File: src/rtl/usub_pkg.sv
package usub_pkg;
  localparam int unsigned DEF_WIDTH = 7;
  localparam int unsigned DEF_GROUP = 4;

  function automatic int unsigned ceil_div(input int unsigned num, input int unsigned den);
    return (num + den - 1) / den;
  endfunction
endpackage

File: src/rtl/usub_lookahead_group.sv
module usub_lookahead_group #(
  parameter int unsigned GROUP = 4
) (
  input  logic [GROUP-1:0] prop_i,
  input  logic [GROUP-1:0] gen_i,
  input  logic             cin_i,
  output logic [GROUP:0]   carry_o
);
  // Each carry is formed as a flat OR of generate terms gated by the
  // propagates above them, plus the carry-in gated by all propagates.
  always_comb begin
    carry_o[0] = cin_i;
    for (int j = 0; j < GROUP; j++) begin
      logic pass;
      logic cj;
      pass = 1'b1;
      cj   = 1'b0;
      for (int k = j; k >= 0; k--) begin
        cj   = cj | (gen_i[k] & pass);
        pass = pass & prop_i[k];
      end
      carry_o[j+1] = cj | (pass & cin_i);
    end
  end
endmodule

File: src/rtl/usub_cla_adder.sv
module usub_cla_adder
  import usub_pkg::*;
#(
  parameter int unsigned WIDTH = DEF_WIDTH,
  parameter int unsigned GROUP = DEF_GROUP
) (
  input  logic [WIDTH-1:0] a_i,
  input  logic [WIDTH-1:0] b_i,
  input  logic             cin_i,
  output logic [WIDTH-1:0] sum_o,
  output logic             cout_o
);
  localparam int unsigned NGRP = ceil_div(WIDTH, GROUP);
  localparam int unsigned PADW = NGRP * GROUP;

  logic [PADW-1:0] prop;
  logic [PADW-1:0] gen;
  logic [PADW:0]   carry;

  // Per-bit propagate and generate; pad bits beyond WIDTH are inert.
  for (genvar i = 0; i < PADW; i++) begin : g_pg
    if (i < WIDTH) begin : g_live
      assign prop[i] = a_i[i] ^ b_i[i];
      assign gen[i]  = a_i[i] & b_i[i];
    end else begin : g_pad
      assign prop[i] = 1'b0;
      assign gen[i]  = 1'b0;
    end
  end

  assign carry[0] = cin_i;

  for (genvar g = 0; g < NGRP; g++) begin : g_grp
    logic [GROUP:0] gc;
    usub_lookahead_group #(.GROUP(GROUP)) u_la (
      .prop_i  (prop[g*GROUP +: GROUP]),
      .gen_i   (gen[g*GROUP +: GROUP]),
      .cin_i   (carry[g*GROUP]),
      .carry_o (gc)
    );
    for (genvar j = 1; j <= GROUP; j++) begin : g_c
      assign carry[g*GROUP + j] = gc[j];
    end
  end

  for (genvar i = 0; i < WIDTH; i++) begin : g_sum
    assign sum_o[i] = prop[i] ^ carry[i];
  end
  assign cout_o = carry[WIDTH];

  // R4 support: lookahead result agrees with plain binary addition.
  always_comb begin
    p_add_exact_r4: assert ({cout_o, sum_o} == ({1'b0, a_i} + {1'b0, b_i} + {{WIDTH{1'b0}}, cin_i}))
      else $error("lookahead adder sum mismatch");
  end
endmodule

File: src/rtl/usub_complementer.sv
module usub_complementer #(
  parameter int unsigned WIDTH = 7
) (
  input  logic [WIDTH-1:0] data_i,
  input  logic             invert_i,
  output logic [WIDTH-1:0] data_o
);
  for (genvar i = 0; i < WIDTH; i++) begin : g_bit
    assign data_o[i] = data_i[i] ^ invert_i;
  end
endmodule

File: src/rtl/usub_signmag.sv
module usub_signmag
  import usub_pkg::*;
#(
  parameter int unsigned WIDTH = DEF_WIDTH,
  parameter int unsigned GROUP = DEF_GROUP
) (
  input  logic [WIDTH-1:0] minuend_i,
  input  logic [WIDTH-1:0] subtrahend_i,
  output logic [WIDTH-1:0] mag_o,
  output logic             neg_o,
  output logic             carry_o
);
  logic [WIDTH-1:0] sub_inv;
  logic [WIDTH-1:0] raw_sum;
  logic             end_carry;
  logic [WIDTH-1:0] fix_in;
  logic             fix_cout;

  // Ones' complement of the subtrahend; the +1 comes in as carry-in.
  usub_complementer #(.WIDTH(WIDTH)) u_sub_inv (
    .data_i   (subtrahend_i),
    .invert_i (1'b1),
    .data_o   (sub_inv)
  );

  usub_cla_adder #(.WIDTH(WIDTH), .GROUP(GROUP)) u_main_add (
    .a_i    (minuend_i),
    .b_i    (sub_inv),
    .cin_i  (1'b1),
    .sum_o  (raw_sum),
    .cout_o (end_carry)
  );

  // Selective re-complement: with no end carry, invert and add one.
  usub_complementer #(.WIDTH(WIDTH)) u_fix_inv (
    .data_i   (raw_sum),
    .invert_i (~end_carry),
    .data_o   (fix_in)
  );

  usub_cla_adder #(.WIDTH(WIDTH), .GROUP(GROUP)) u_fix_add (
    .a_i    (fix_in),
    .b_i    ({WIDTH{1'b0}}),
    .cin_i  (~end_carry),
    .sum_o  (mag_o),
    .cout_o (fix_cout)
  );

  assign carry_o = end_carry;
  assign neg_o   = ~end_carry;

  always_comb begin
    p_pos_diff_r1: assert (!(minuend_i > subtrahend_i) || (mag_o == WIDTH'(minuend_i - subtrahend_i) && !neg_o))
      else $error("positive difference wrong");
    p_neg_diff_r2: assert (!(minuend_i < subtrahend_i) || (mag_o == WIDTH'(subtrahend_i - minuend_i) && neg_o))
      else $error("negative difference wrong");
    p_equal_zero_r3: assert (!(minuend_i == subtrahend_i) || (mag_o == '0 && !neg_o))
      else $error("equal operands not zero");
    p_carry_cmp_r4: assert (carry_o == (minuend_i >= subtrahend_i))
      else $error("end carry disagrees with comparison");
    p_sign_inv_r5: assert (neg_o == !carry_o)
      else $error("sign not inverse of carry");
    p_no_overflow_r8: assert (!fix_cout)
      else $error("magnitude overflowed n bits");
  end
endmodule

File: config.mk
export PLATFORM = sky130hd
export DESIGN_NAME = usub_signmag
export DESIGN_NICKNAME = d
export VERILOG_FILES = /design/src/rtl/usub_pkg.sv /design/src/rtl/usub_lookahead_group.sv /design/src/rtl/usub_cla_adder.sv /design/src/rtl/usub_complementer.sv /design/src/rtl/usub_signmag.sv
export SDC_FILE = /design/constraint.sdc
export NUM_CORES = 1
export LEC_CHECK = 0
export BUFFER_PORTS_ARGS = -buffer_cell sky130_fd_sc_hd__buf_2
export CAP_MARGIN = 20
export CELL_PAD_IN_SITES_DETAIL_PLACEMENT = 0
export CELL_PAD_IN_SITES_GLOBAL_PLACEMENT = 1
export CORE_MARGIN = 2
export CORE_UTILIZATION = 42
export DETAILED_ROUTE_END_ITERATION = 12
export PLACE_DENSITY_LB_ADDON = 0.1
export SYNTH_ARGS = -nofsm -noshare
export SYNTH_HDL_FRONTEND = slang
export SYNTH_HIERARCHICAL = 1
export SYNTH_SLANG_ARGS = --single-unit
File: constraint.sdc
create_clock -name vclk -period 8.83
set_input_delay 0.4415 -clock vclk [all_inputs]
set_output_delay 0.4415 -clock vclk [all_outputs]
set_load 0.01 [all_outputs]
# --- Word level (Yosys, flattened, before mapping) ---
# Cells that the tools add are included.
classes:
  bitwise: 93
op_table:
  columns: ["operator", "n"]
  rows:
  - ["$and 1x1->1", 41]
  - ["$xor 1x1->1", 27]
  - ["$or 1x1->1", 16]
  - ["$not 1->1", 9]
word_totals:
  regBits: 0
  input_bits: 14

# --- Longest topological paths before layout ---
depth:
  ltp_word: 17
  ltp_mapped: 19
  mapped_depth_nobuf: 17

# --- Hierarchy ---
# Netlist, hierarchy kept.
modules_own_cells:
  columns: ["module", "instances", "cells_each", "area_each_um2"]
  rows:
  - ["usub_cla_adder", 2, 15, 152.6]
  - ["usub_lookahead_group", 4, 6, 46.3]
  - ["usub_complementer", 2, 8, 72.6]
  - ["usub_signmag", 1, 3, 11.3]

# --- Least setup slack after synthesis ---
# Ideal clock, no wire load.
synth_path:
  kind: "input -> output"
  from: "input port subtrahend_i[0]"
  to: "output port mag_o[6]"
  t_arrival_ns: 4.028
  t_required_ns: 8.389
  slack_ns: 4.361
  stages: 18
  n_path_buf: 1
  path_cell_list: "xor2_1 > ha_1 > a21o_1 > a21o_1 > a31o_1 > a21o_1 > a21o_1 > a21o_1 > inv_1 > buf_6 > xor2_1 > ha_1 > a21o_1 > a21o_1 > a31o_1 > a21o_1 > a21o_1 > xor2_1"
synth_via:
  word_cells_on_any_way: 44
synth_rtl:
  columns: ["element", "line_no", "source"]
  rows:
  - ["from (decl)", "usub_signmag.sv:8", "input logic [WIDTH-1:0] subtrahend_i,"]
  - ["$not 1->1 (no line)", null, null]
  - ["$xor 1x1->1", "usub_cla_adder.sv:23", "assign prop[i] = a_i[i] ^ b_i[i];"]
  - ["net u_main_add.prop[0]", "usub_cla_adder.sv:16", "logic [PADW-1:0] prop;"]
  - ["$or 1x1->1", "usub_lookahead_group.sv:22", "carry_o[j+1] = cj | (pass & cin_i);"]
  - ["net u_main_add.g_grp[0].gc[1]", "usub_cla_adder.sv:34", "logic [GROUP:0] gc;"]
  - ["$xor 1x1->1", "usub_cla_adder.sv:47", "assign sum_o[i] = prop[i] ^ carry[i];"]
  - ["$xor 1x1->1", "usub_complementer.sv:9", "assign data_o[i] = data_i[i] ^ invert_i;"]
  - ["$and 1x1->1 (2 in series)", "usub_lookahead_group.sv:20", "pass = pass & prop_i[k];"]
  - ["$and 1x1->1", "usub_lookahead_group.sv:22", null]
  - ["net u_fix_add.g_grp[0].gc[4]", "usub_cla_adder.sv:34", null]
  - ["$and 1x1->1", "usub_lookahead_group.sv:22", null]
  - ["net u_fix_add.g_grp[1].gc[2]", "usub_cla_adder.sv:34", null]
  - ["$xor 1x1->1", "usub_cla_adder.sv:47", null]
  - ["to (decl)", "usub_signmag.sv:9", "output logic [WIDTH-1:0] mag_o,"]
# The timed path passes the listed nets, and every way through them passes these cells.

# --- Worst setup path after layout ---
layout_path:
  from: "input port subtrahend_i[0]"
  to: "output port mag_o[6]"
layout_via:
  word_cells_on_any_way: 44
layout_rtl:
  columns: ["element", "line_no", "source"]
  rows:
  - ["$not 1->1 (no line)", null, null]
  - ["net sub_inv[0]", "usub_signmag.sv:13", "logic [WIDTH-1:0] sub_inv;"]
  - ["$xor 1x1->1", "usub_cla_adder.sv:23", null]
  - ["net u_main_add.prop[0]", "usub_cla_adder.sv:16", null]
  - ["$or 1x1->1", "usub_lookahead_group.sv:22", null]
  - ["net u_main_add.g_grp[0].gc[1]", "usub_cla_adder.sv:34", null]
  - ["$xor 1x1->1", "usub_cla_adder.sv:47", null]
  - ["$xor 1x1->1", "usub_complementer.sv:9", null]
  - ["$and 1x1->1 (2 in series)", "usub_lookahead_group.sv:20", null]
  - ["$and 1x1->1", "usub_lookahead_group.sv:22", null]
  - ["net u_fix_add.g_grp[0].gc[4]", "usub_cla_adder.sv:34", null]
  - ["$and 1x1->1", "usub_lookahead_group.sv:22", null]
  - ["net u_fix_add.g_grp[1].gc[2]", "usub_cla_adder.sv:34", null]
  - ["$xor 1x1->1", "usub_cla_adder.sv:47", null]
# The timed path passes the listed nets, and every way through them passes these cells.

==> run summary <==
The total of endpoints with negative setup slack in the final report came out at 0. Kind of path behind the tightest hold check: in2out. The number of search-and-repair iterations in the first detailed-routing pass came out at 2. The logs give 0 for the clock buffer instance count of the final layout and 319 for the number of global-route vias before repair. After detailed routing, the average wire length per cell comes to 6.57 um. The cell count after placement was 106.

The tools report the worst hold slack as 1.31 ns. The layout overhead on the synthesized area came out at 24.8%. Following the worst setup path forward leads to its endpoint at mag_o[6].

The weighted congestion at the end of routability-driven global placement was 0.656. After the last flow step, the layout net total stands at 121. Along the worst path, the maximum fanout reaches 10. In this run, post-CTS repair resized a total of 0 instances. The floorplan step defined a core boundary enclosing 0.00128 mm2.

The run gives 4.23 ns as the final setup slack of the worst path. By startpoint and endpoint, the worst setup path is classified as in2out. Die area: 0.00167 mm2. The average instance in the mapped netlist occupies 9.18 um2. The tools report the initial antenna violation count as 0. For this run, the total global-route usage over all layers was measured as 9.26%. Setup repair after global routing left no endpoint under its margin. Entering global routing, the biggest net connects 11 pins. The detail route stage leaves a number of antenna-violating nets equal to 0. The logs give 0 for the final global-route overflow total and 314 um for the wire length on met1. During synthesis, Yosys emitted a total of 6 warnings. The count of buffers added on input and output ports is 23. The total via count in the routed design is 477. The finished layout holds 106 standard cells, fillers aside.

From bottom edge to top edge, the die measures 40.8 um. The mapped netlist covers 569 um2. Detailed routing placed a total of 349 um of wire on met2. The width of the die is 40.8 um.

The overall power of the completed layout was 0.157 mW. The routed design uses 32 um of met3 wire. The utilization after layout came out at 55.3%.

The flow ran to the end, and the final reports show no timing, DRC or antenna violations. The tools report the kind of capture point of the worst setup path as a primary output. The smallest clock period supported by the final layout is computed as 4.60 ns. The count of endpoints failing hold in the final timing report was 0. The logs give 1 for the violation count after the first detailed-routing iteration and 0 for the number of diodes. Maximum vdd ir drop: 0.000138 V. Max-cap violations in this run came to 0. The share of the clock period used by the worst path after layout is 52.1%, and the post-route cell area is 711 um2. The logs give 44.3% for the effective utilization at floorplan and 1.13 mm for the first-pass GRT wire length. The post-detailed-routing wire length is 696 um. Summing all placed instances gives a cell area of 711 um2. Origin of the worst setup path: subtrahend_i[0]. The maximum achievable frequency is 0.217 GHz.

For this design, the CTS-stage hold fixing added 0 buffers. Once the clock tree was built, the setup fixing pass inserted 0 buffers. The cell count after synthesis came out at 62. For the storage element area, the log shows 0 um2. The detailed-route DRC error count was 0; the number of standard-cell rows in the floorplan was 13. The post-detailed-route via-to-cell ratio was 4.50; the post-placement worst setup slack was 4.18 ns. Power spread over the standard cell area amounts to 220 mW/mm2. Adding up every negative setup slack in the final design gives 0 ns.

The element type at the critical path start was a primary input. The static leakage came out at 0.462 nW. For the final number of max-transition violations, the log shows 0.

23 I/O pins were placed. The logs give 4.16 ns for the worst path arrival time and 0 for the total number of sequential cells. The highest metal layer used by the detailed router is met3. Detailed placement finished with a half-perimeter wire length of 681 um. Cells with a size suffix above 1 make up 25.3% of the layout. The required time of the critical path came out at 8.39 ns.
-- worst min path at each step --
stage / cells after the start / slack (ns) / endpoint / startpoint
detailed placement: 4 / 1.32 / carry_o / minuend_i[6]
global route: 4 / 1.36 / carry_o / minuend_i[6]
finish: 4 / 1.31 / carry_o / minuend_i[6]
CTS: 4 / 1.31 / carry_o / minuend_i[6]
global placement: 4 / 1.30 / carry_o / minuend_i[6]
floorplan: 2 / 1.13 / carry_o / minuend_i[6]
-- placed cells by master, fill, tap and decap left out --
cell type	instances
buf_2	23
a31o_1	2
xor2_1	28
ha_1	14
inv_1	1
conb_1	10
a21o_1	13
-- report_power, final --
group	leakage (nW)	total [mW]	internal [mW]	switching (mW)
Sequential	0	0	0	0
Clock	0	0	0	0
Combinational	0.462	0.157	0.0767	0.0799
Total	0.462	0.157	0.0767	0.0799
-- final cells by class --
| cell class | count | area, um2 |
|---|---|---|
| repair buffers | 23 | 115 |
| well taps | 15 | 18.8 |
| inverters | 1 | 3.75 |
| fillers | 138 | 574 |
| multi-input cells | 67 | 573 |
-- routing by layer --
metal,track usage [%],up-vias
li1,-,263
met1,11.5,203
met2,18.4,11
met3,0,0
met4,0,0
met5,0,-
-- critical path, stage by stage --
cell and delay (ns):
buf_2 0.10, xor2_1 0.12, ha_1 0.26, a21o_1 0.18
a21o_1 0.21, a31o_1 0.24, a21o_1 0.20, a21o_1 0.19
a21o_1 0.18, inv_1 0.29, xor2_1 0.13, ha_1 0.33
a21o_1 0.18, a21o_1 0.21, a31o_1 0.24, a21o_1 0.20
a21o_1 0.18, xor2_1 0.13, buf_2 0.13
No activity file was read; power rests on OpenSTA's default activity.
